File: src/rtl/i2c_mon_pkg.sv
package i2c_mon_pkg;
  localparam int unsigned NUM_LINES = 2;
  localparam int unsigned LINE_SCL  = 0;
  localparam int unsigned LINE_SDA  = 1;

  typedef struct packed {
    logic start;
    logic stop;
    logic scl_rise;
  } bus_cond_t;

  typedef struct packed {
    logic berr;
    logic af;
    logic arlo;
  } err_vec_t;
endpackage

File: src/rtl/i2c_mon_sync.sv
module i2c_mon_sync #(
  parameter int unsigned WIDTH  = 2,
  parameter int unsigned STAGES = 2   // must be >= 2
) (
  input  logic             clk_i,
  input  logic             rst_ni,
  input  logic [WIDTH-1:0] raw_i,
  output logic [WIDTH-1:0] sync_o,
  output logic [WIDTH-1:0] prev_o
);
  localparam int unsigned PIPE_W = STAGES * WIDTH;

  logic [PIPE_W-1:0] pipe_q;
  logic [WIDTH-1:0]  prev_q;

  always_ff @(posedge clk_i or negedge rst_ni) begin
    if (!rst_ni) begin
      pipe_q <= '1;
      prev_q <= '1;
    end else begin
      pipe_q <= {pipe_q[PIPE_W-WIDTH-1:0], raw_i};
      prev_q <= pipe_q[PIPE_W-1 -: WIDTH];
    end
  end

  assign sync_o = pipe_q[PIPE_W-1 -: WIDTH];
  assign prev_o = prev_q;
endmodule

File: src/rtl/i2c_mon_cond.sv
module i2c_mon_cond
  import i2c_mon_pkg::*;
(
  input  logic [NUM_LINES-1:0] sync_i,
  input  logic [NUM_LINES-1:0] prev_i,
  output bus_cond_t            cond_o
);
  logic scl_s, scl_p, sda_s, sda_p, scl_steady_hi;

  assign scl_s = sync_i[LINE_SCL];
  assign scl_p = prev_i[LINE_SCL];
  assign sda_s = sync_i[LINE_SDA];
  assign sda_p = prev_i[LINE_SDA];
  assign scl_steady_hi = scl_s & scl_p;

  always_comb begin
    cond_o.start    = scl_steady_hi &  sda_p & ~sda_s;
    cond_o.stop     = scl_steady_hi & ~sda_p &  sda_s;
    cond_o.scl_rise = scl_s & ~scl_p;
  end
endmodule

File: src/rtl/i2c_mon_flags.sv
module i2c_mon_flags
  import i2c_mon_pkg::*;
(
  input  logic     clk_i,
  input  logic     rst_ni,
  input  err_vec_t set_i,
  input  logic     evf_set_i,
  input  logic     sr_read_i,
  input  logic     cr_write_i,
  input  logic     start_req_i,
  input  logic     stop_req_i,
  output err_vec_t flags_o,
  output logic     evf_o,
  output logic     af_hold_o
);
  err_vec_t flags_q;
  logic     evf_q, armed_q, af_hold_q, clr;

  assign clr = cr_write_i & armed_q;

  // read arms, the next control write consumes the arm
  always_ff @(posedge clk_i or negedge rst_ni) begin
    if (!rst_ni)         armed_q <= 1'b0;
    else if (cr_write_i) armed_q <= 1'b0;
    else if (sr_read_i)  armed_q <= 1'b1;
  end

  always_ff @(posedge clk_i or negedge rst_ni) begin
    if (!rst_ni) begin
      flags_q <= '0;
      evf_q   <= 1'b0;
    end else if (clr) begin
      flags_q <= set_i;
      evf_q   <= evf_set_i;
    end else begin
      flags_q <= flags_q | set_i;
      evf_q   <= evf_q | evf_set_i;
    end
  end

  always_ff @(posedge clk_i or negedge rst_ni) begin
    if (!rst_ni)                        af_hold_q <= 1'b0;
    else if (set_i.af)                  af_hold_q <= 1'b1;
    else if (start_req_i | stop_req_i)  af_hold_q <= 1'b0;
  end

  assign flags_o   = flags_q;
  assign evf_o     = evf_q;
  assign af_hold_o = af_hold_q;

  a_r8_berr_sticky: assert property (@(posedge clk_i) disable iff (!rst_ni)
    flags_q.berr && !cr_write_i |=> flags_q.berr);
  a_r8_af_sticky: assert property (@(posedge clk_i) disable iff (!rst_ni)
    flags_q.af && !cr_write_i |=> flags_q.af);
  a_r8_clear_by_write: assert property (@(posedge clk_i) disable iff (!rst_ni)
    $fell(evf_q) |-> $past(cr_write_i));
  a_r4_hold_until_req: assert property (@(posedge clk_i) disable iff (!rst_ni)
    af_hold_q && !start_req_i && !stop_req_i |=> af_hold_q);
  a_r5_evf_source: assert property (@(posedge clk_i) disable iff (!rst_ni)
    $rose(evf_q) |-> $past(evf_set_i));
endmodule

File: src/rtl/i2c_bus_err_mon.sv
module i2c_bus_err_mon
  import i2c_mon_pkg::*;
#(
  parameter int unsigned SYNC_STAGES = 2
) (
  input  logic clk_i,
  input  logic rst_ni,
  input  logic scl_i,
  input  logic sda_i,
  input  logic sda_drv_i,
  input  logic master_i,
  input  logic byte_active_i,
  input  logic data_bit_i,
  input  logic ack_slot_i,
  input  logic ite_i,
  input  logic sr_read_i,
  input  logic cr_write_i,
  input  logic start_req_i,
  input  logic stop_req_i,
  output logic berr_o,
  output logic af_o,
  output logic arlo_o,
  output logic evf_o,
  output logic irq_o,
  output logic hold_release_o,
  output logic af_hold_o,
  output logic to_slave_o
);
  logic [NUM_LINES-1:0] raw, line_s, line_p;
  bus_cond_t cond;
  err_vec_t  set, flags;
  logic      sda_s, evf_set, evf, to_slave_q;

  assign raw[LINE_SCL] = scl_i;
  assign raw[LINE_SDA] = sda_i;

  i2c_mon_sync #(.WIDTH(NUM_LINES), .STAGES(SYNC_STAGES)) u_sync (
    .clk_i (clk_i), .rst_ni(rst_ni), .raw_i(raw), .sync_o(line_s), .prev_o(line_p)
  );

  i2c_mon_cond u_cond (.sync_i(line_s), .prev_i(line_p), .cond_o(cond));

  assign sda_s = line_s[LINE_SDA];

  always_comb begin
    set.berr = byte_active_i & (cond.start | cond.stop);
    set.af   = cond.scl_rise & ack_slot_i & sda_s;
    set.arlo = cond.scl_rise & master_i & data_bit_i & sda_drv_i & ~sda_s;
  end
  assign evf_set = set.berr | set.af;   // arbitration loss leaves the event flag alone

  i2c_mon_flags u_flags (
    .clk_i      (clk_i),
    .rst_ni     (rst_ni),
    .set_i      (set),
    .evf_set_i  (evf_set),
    .sr_read_i  (sr_read_i),
    .cr_write_i (cr_write_i),
    .start_req_i(start_req_i),
    .stop_req_i (stop_req_i),
    .flags_o    (flags),
    .evf_o      (evf),
    .af_hold_o  (af_hold_o)
  );

  always_ff @(posedge clk_i or negedge rst_ni) begin
    if (!rst_ni) to_slave_q <= 1'b0;
    else         to_slave_q <= set.arlo;
  end

  assign berr_o         = flags.berr;
  assign af_o           = flags.af;
  assign arlo_o         = flags.arlo;
  assign evf_o          = evf;
  assign irq_o          = ite_i & (evf | flags.arlo);
  assign hold_release_o = |flags;
  assign to_slave_o     = to_slave_q;

  a_r2_berr_sets: assert property (@(posedge clk_i) disable iff (!rst_ni)
    set.berr |=> berr_o && evf_o);
  a_r3_af_sets: assert property (@(posedge clk_i) disable iff (!rst_ni)
    set.af |=> af_o && evf_o && af_hold_o);
  a_r5_arlo_to_slave: assert property (@(posedge clk_i) disable iff (!rst_ni)
    set.arlo |=> arlo_o && to_slave_o);
  a_r7_release_on_error: assert property (@(posedge clk_i) disable iff (!rst_ni)
    (set.berr || set.af || set.arlo) |=> hold_release_o);
  a_r1_cond_exclusive: assert property (@(posedge clk_i) disable iff (!rst_ni)
    $countones({cond.start, cond.stop}) <= 1);
endmodule

File: config.mk
export PLATFORM = sky130hd
export DESIGN_NAME = i2c_bus_err_mon
export DESIGN_NICKNAME = d
export VERILOG_FILES = /design/src/rtl/i2c_mon_pkg.sv /design/src/rtl/i2c_mon_sync.sv /design/src/rtl/i2c_mon_cond.sv /design/src/rtl/i2c_mon_flags.sv /design/src/rtl/i2c_bus_err_mon.sv
export SDC_FILE = /design/constraint.sdc
export NUM_CORES = 1
export LEC_CHECK = 0
export BUFFER_PORTS_ARGS = -buffer_cell sky130_fd_sc_hd__buf_4
export CAP_MARGIN = 30
export CORE_AREA = 10 10 47 49
export CTS_CLUSTER_DIAMETER = 150
export DETAILED_ROUTE_END_ITERATION = 6
export DIE_AREA = 0 0 57 59
export RECOVER_POWER = 50
export SLEW_MARGIN = 20
export SYNTH_ARGS = -nofsm -noshare
export SYNTH_HDL_FRONTEND = slang
export SYNTH_SLANG_ARGS = --single-unit
File: constraint.sdc
create_clock -name clk_i -period 1.5 [get_ports clk_i]
set_clock_uncertainty 0.2 [all_clocks]
set_input_delay 0.375 -clock clk_i [delete_from_list [all_inputs] [get_ports clk_i]]
set_output_delay 0.375 -clock clk_i [all_outputs]
set_load 0.01 [all_outputs]
After elaboration in Yosys (flattened, before gate mapping). Index checks and enable logic that the tools add are counted.

Reduce and logical (&&, ||, !) cells: 3. Bitwise gates (word level): 24. Mux-type cells: 6.

Operator list (count): 1-bit bitwise AND (15); 1-bit 2-to-1 mux (5); 1-bit bitwise OR (5); 2-bit nonzero test (2); 3-bit 2-to-1 mux (1); 1-bit NOT (3); 3-bit bitwise OR (1); 3-bit OR reduction (1).

Logic and storage cells: 42. Register bits after elaboration: 13. Output and inout bits: 8. Bits of input ports: 14.

Depth between registers and ports, before layout.
Depth in word-level cells: 8. Depth in mapped cells: 2. Gate-level depth less buffers: 2.

Cells and area by module. A second synthesis with hierarchy kept.

Cells, all modules: 35. Area, all modules: 484.2 um^2.

Modules (own cells, without submodules): i2c_mon_flags (instances 1, area an instance 205.2 um^2, seq. area each 150.1 um^2, cells each 15); i2c_mon_sync (instances 1, area an instance 172.7 um^2, seq. area each 157.7 um^2, cells each 8); i2c_bus_err_mon (instances 1, area an instance 78.8 um^2, seq. area each 25.0 um^2, cells each 9); i2c_mon_cond (instances 1, area an instance 27.5 um^2, seq. area each 0.0 um^2, cells each 3).

Worst setup path after synthesis. OpenSTA, ideal clock, no wires.

Path kind: reg2out. Start point: register u_flags.flags_q, in the netlist u_flags.flags_o[0]. End point: output port hold_release_o. Stages on the path, launching flop included: 2. Buffers on the path: 0. Slack: 0.092 ns. Arrival time: 0.833 ns. Data required time: 0.925 ns. Cell sequence: dfrtp_1 or3_1.

Cells in the longest elaborated chain, start to end: 1.

Ends and longest elaborated chain: start, declared (RTL line i2c_mon_flags.sv:16) `err_vec_t flags_q;`; start signal, assigned (RTL line i2c_mon_flags.sv:33) `flags_q <= set_i;`; start signal, assigned (RTL line i2c_mon_flags.sv:36) `flags_q <= flags_q | set_i;`; 3-bit OR reduction (RTL line i2c_bus_err_mon.sv:76) `assign hold_release_o = |flags;`; end, declared (RTL line i2c_bus_err_mon.sv:25) `output logic hold_release_o,`.

No other way between the ends.

Worst setup path after layout.
Start point: register u_flags.flags_q, in the netlist u_flags.flags_o[1]. End point: output port hold_release_o.

Same word-level chain as after synthesis.

==> summary.txt <==
actual slew at the worst max-slew pin = 0.662 ns
Levels on crit path = 2
most used standard cell by instance count after synthesis = dfrtp_1
GRT Util Overall = 6.14%
DR pass1 iterations = 4
Critical Path Start Type = flip-flop
crit path kind = reg -> out
WL met1 = 445 um
Post-DP HPWL = 811 um
peak supply drop = 571 uV
Inst Count DP = 69
Async SR Flop Fraction = 100%
power density over the cells = 1080 mW/mm^2
Synth Flop Type = dfrtp_1
CP max stage delay = 0.40 ns
cts bufs inserted = 3
initial cell density of the core = 32.5%
Syn Nets = 45
die width = 57 um
dominant cell type by area after synthesis = dfrtp_1
FF+latch count, synth = 13
hold slack = 0.0723 ns
max-slew violations = 0
met2 wire len = 550 um
detailed-route via count = 354
RSZ-0062 raised after global routing = yes
Ant. Diodes = 0
Critical Path Start = u_flags.flags_o[1]
Fillers = 134
CP Cell Sequence = or3_4 > buf_6
top cells by count, synth = dfrtp_1, dfstp_2, nor2_1
post-synth top area share = 38.5%
mapped cell area = 455 um^2
Reg2Reg Depth = 2
I/O pins = 22
row count = 14
clock slew at reported path FFs = 0.07 ns
Starting DRT DRC Count = 1
Die Y = 59 um
largest net degree at the start of global routing = 14
vias per cell = 4.60
first-pass GRT wire length = 1600 um
CP required = 0.92 ns
CTS Root Cell = clkbuf_4
CP bufs+invs = 1
reg-to-reg endpoint = u_flags.flags_o[1]
HP Start = cr_write_i
final hold violations = 0
Post-Synthesis Cells = 31
r2r startpoint = u_sync.pipe_q[3]
number of global-route vias before repair = 392
Pleak = 0.332 nW
yosys synthesis warning count = 0
antenna-violating nets left = 0
Setup TNS = -0.486 ns
Design Area, Final = 713 um^2
# nets final = 76
Crit path max-delay family = simple AND/OR/NAND/NOR gates
r2r setup slk = 0.26 ns
Final Util = 50.9%
final worst slack = -0.260 ns
worst setup path endpoint = hold_release_o
Critical Path Slowest Stage Cell = or3_4
MaxCap Viol Count = 0
CTS tree = yes
drt wl/cell = 14.2 um
Setup crit end kind = primary output
Syn-to-layout area delta = 56.6%
Finished Layout Cells = 77
H-tree levels = 1
Avg Cell Area, Syn = 14.7 um^2
highest metal used = met3
Clk Latency, worst-skew pair = 0.27 ns
number of flops mapped to enable cells by yosys = 0
Synth cell types = 14
failing checks = negative setup slack
wire length on met3 = 96 um
outcome = finished, violations left
Crit Path Max Fanout = 2
Final Wtd Congestion = 0.666
slew margin rel. = 55.8%
Sink Count = 13
Routed WL = 1090 um
full die area = 0.00336 mm^2
total gr overflow = 0
Port Buffers = 21
Critical Path AT = 1.18 ns
fin crit share = 117%
post-synthesis sequential area ratio = 73.1%
dpl cell area = 641 um^2
remaining routing DRC violations = 0
fmax = 0.568 GHz
final setup vio count = 3
fraction of layout cells with a size suffix above 1 = 52.5%
top area cells in the synthesized netlist = dfrtp_1, dfstp_2, a21bo_2, nand4b_1, o2bb2ai_1
HP Class = in -> reg
final worst path period need = 1.76 ns
maximum buffer depth of the clock tree = 2
Core Footprint = 0.00140 mm^2
initial antenna violation count = 0
## metrics by stage
stage / power [mW] / setup WS (ns)
3_3_place_gp: 0.542 / 0.0727
5_1_grt: 0.813 / -0.291
3_5_place_dp: 0.544 / 0.0624
4_1_cts: 0.773 / -0.236
6_report: 0.770 / -0.260
2_1_floorplan: 0.456 / 0.0917
## layout by cell type, fill, tap and decap left out, drive strengths merged
cell type / Yosys / routed
a21bo: 2 / 2
buf: 0 / 22
clkbuf: 0 / 5
dfrtp: 7 / 7
dfstp: 6 / 6
dlygate4sd3: 0 / 3
nand2: 1 / 1
nand2b: 2 / 2
nand3: 1 / 1
nand4b: 2 / 2
nor2: 3 / 3
o211ai: 1 / 1
o21a: 1 / 1
o21ai: 1 / 1
o2bb2ai: 2 / 2
or3: 1 / 1
xnor2: 1 / 1
## layout make-up
type                    count  area [um^2]  share of cell area (%)
well taps                  16         20.0                    2.81
clock buffers               4         26.3                    3.68
repair buffers             26          206                    28.9
multi-input cells          18          128                    17.9
flip-flops and latches     13          333                    46.7
## worst min path at each step
stage / endpoint / slack (ns) / depth (start not counted)
2_1_floorplan: to_slave_o / -0.12 / 0
3_3_place_gp: u_flags.af_hold_o / 0.02 / 1
3_5_place_dp: to_slave_o / 0.03 / 1
4_1_cts: u_flags.armed_q / 0.07 / 2
5_1_grt: u_flags.armed_q / 0.06 / 2
6_report: u_flags.armed_q / 0.07 / 2
## power by group
| part | internal [mW] | switching (mW) | total (mW) |
|---|---|---|---|
| clock | 0.103 | 0.105 | 0.208 |
| combinational | 0.102 | 0.0580 | 0.160 |
| sequential | 0.383 | 0.0189 | 0.402 |
## timing repair
action                                 in CTS  in global routing
hold buffers                                3                  0
pin swaps                                   1                  0
setup endpoints to repair                   3                  4
gates resized for setup                     1                  2
endpoints found under the hold margin      15                  0
buffers inserted                            1                  1
## state kept, by name (all words and copies together) (netlist names)
register           cells
u_flags.flags_o        3
to_slave_o             1
u_flags.af_hold_o      1
u_flags.evf_o          1
u_sync.prev_o          2
u_flags.armed_q        1
u_sync.pipe_q          4
## cell families after synthesis
logic type	after synthesis	synth area share, %
flops	13	73.1
simple gates	10	12.4
compound gates	7	12.6
xor+xnor	1	1.92
## metal layers
metal  global-route usage (%)  up-vias
li1                         -      172
met1                     6.30      167
met2                     9.61       15
met3                     3.86        0
met4                     3.02        0
met5                        0        -
(Power assumes the default switching activity.)
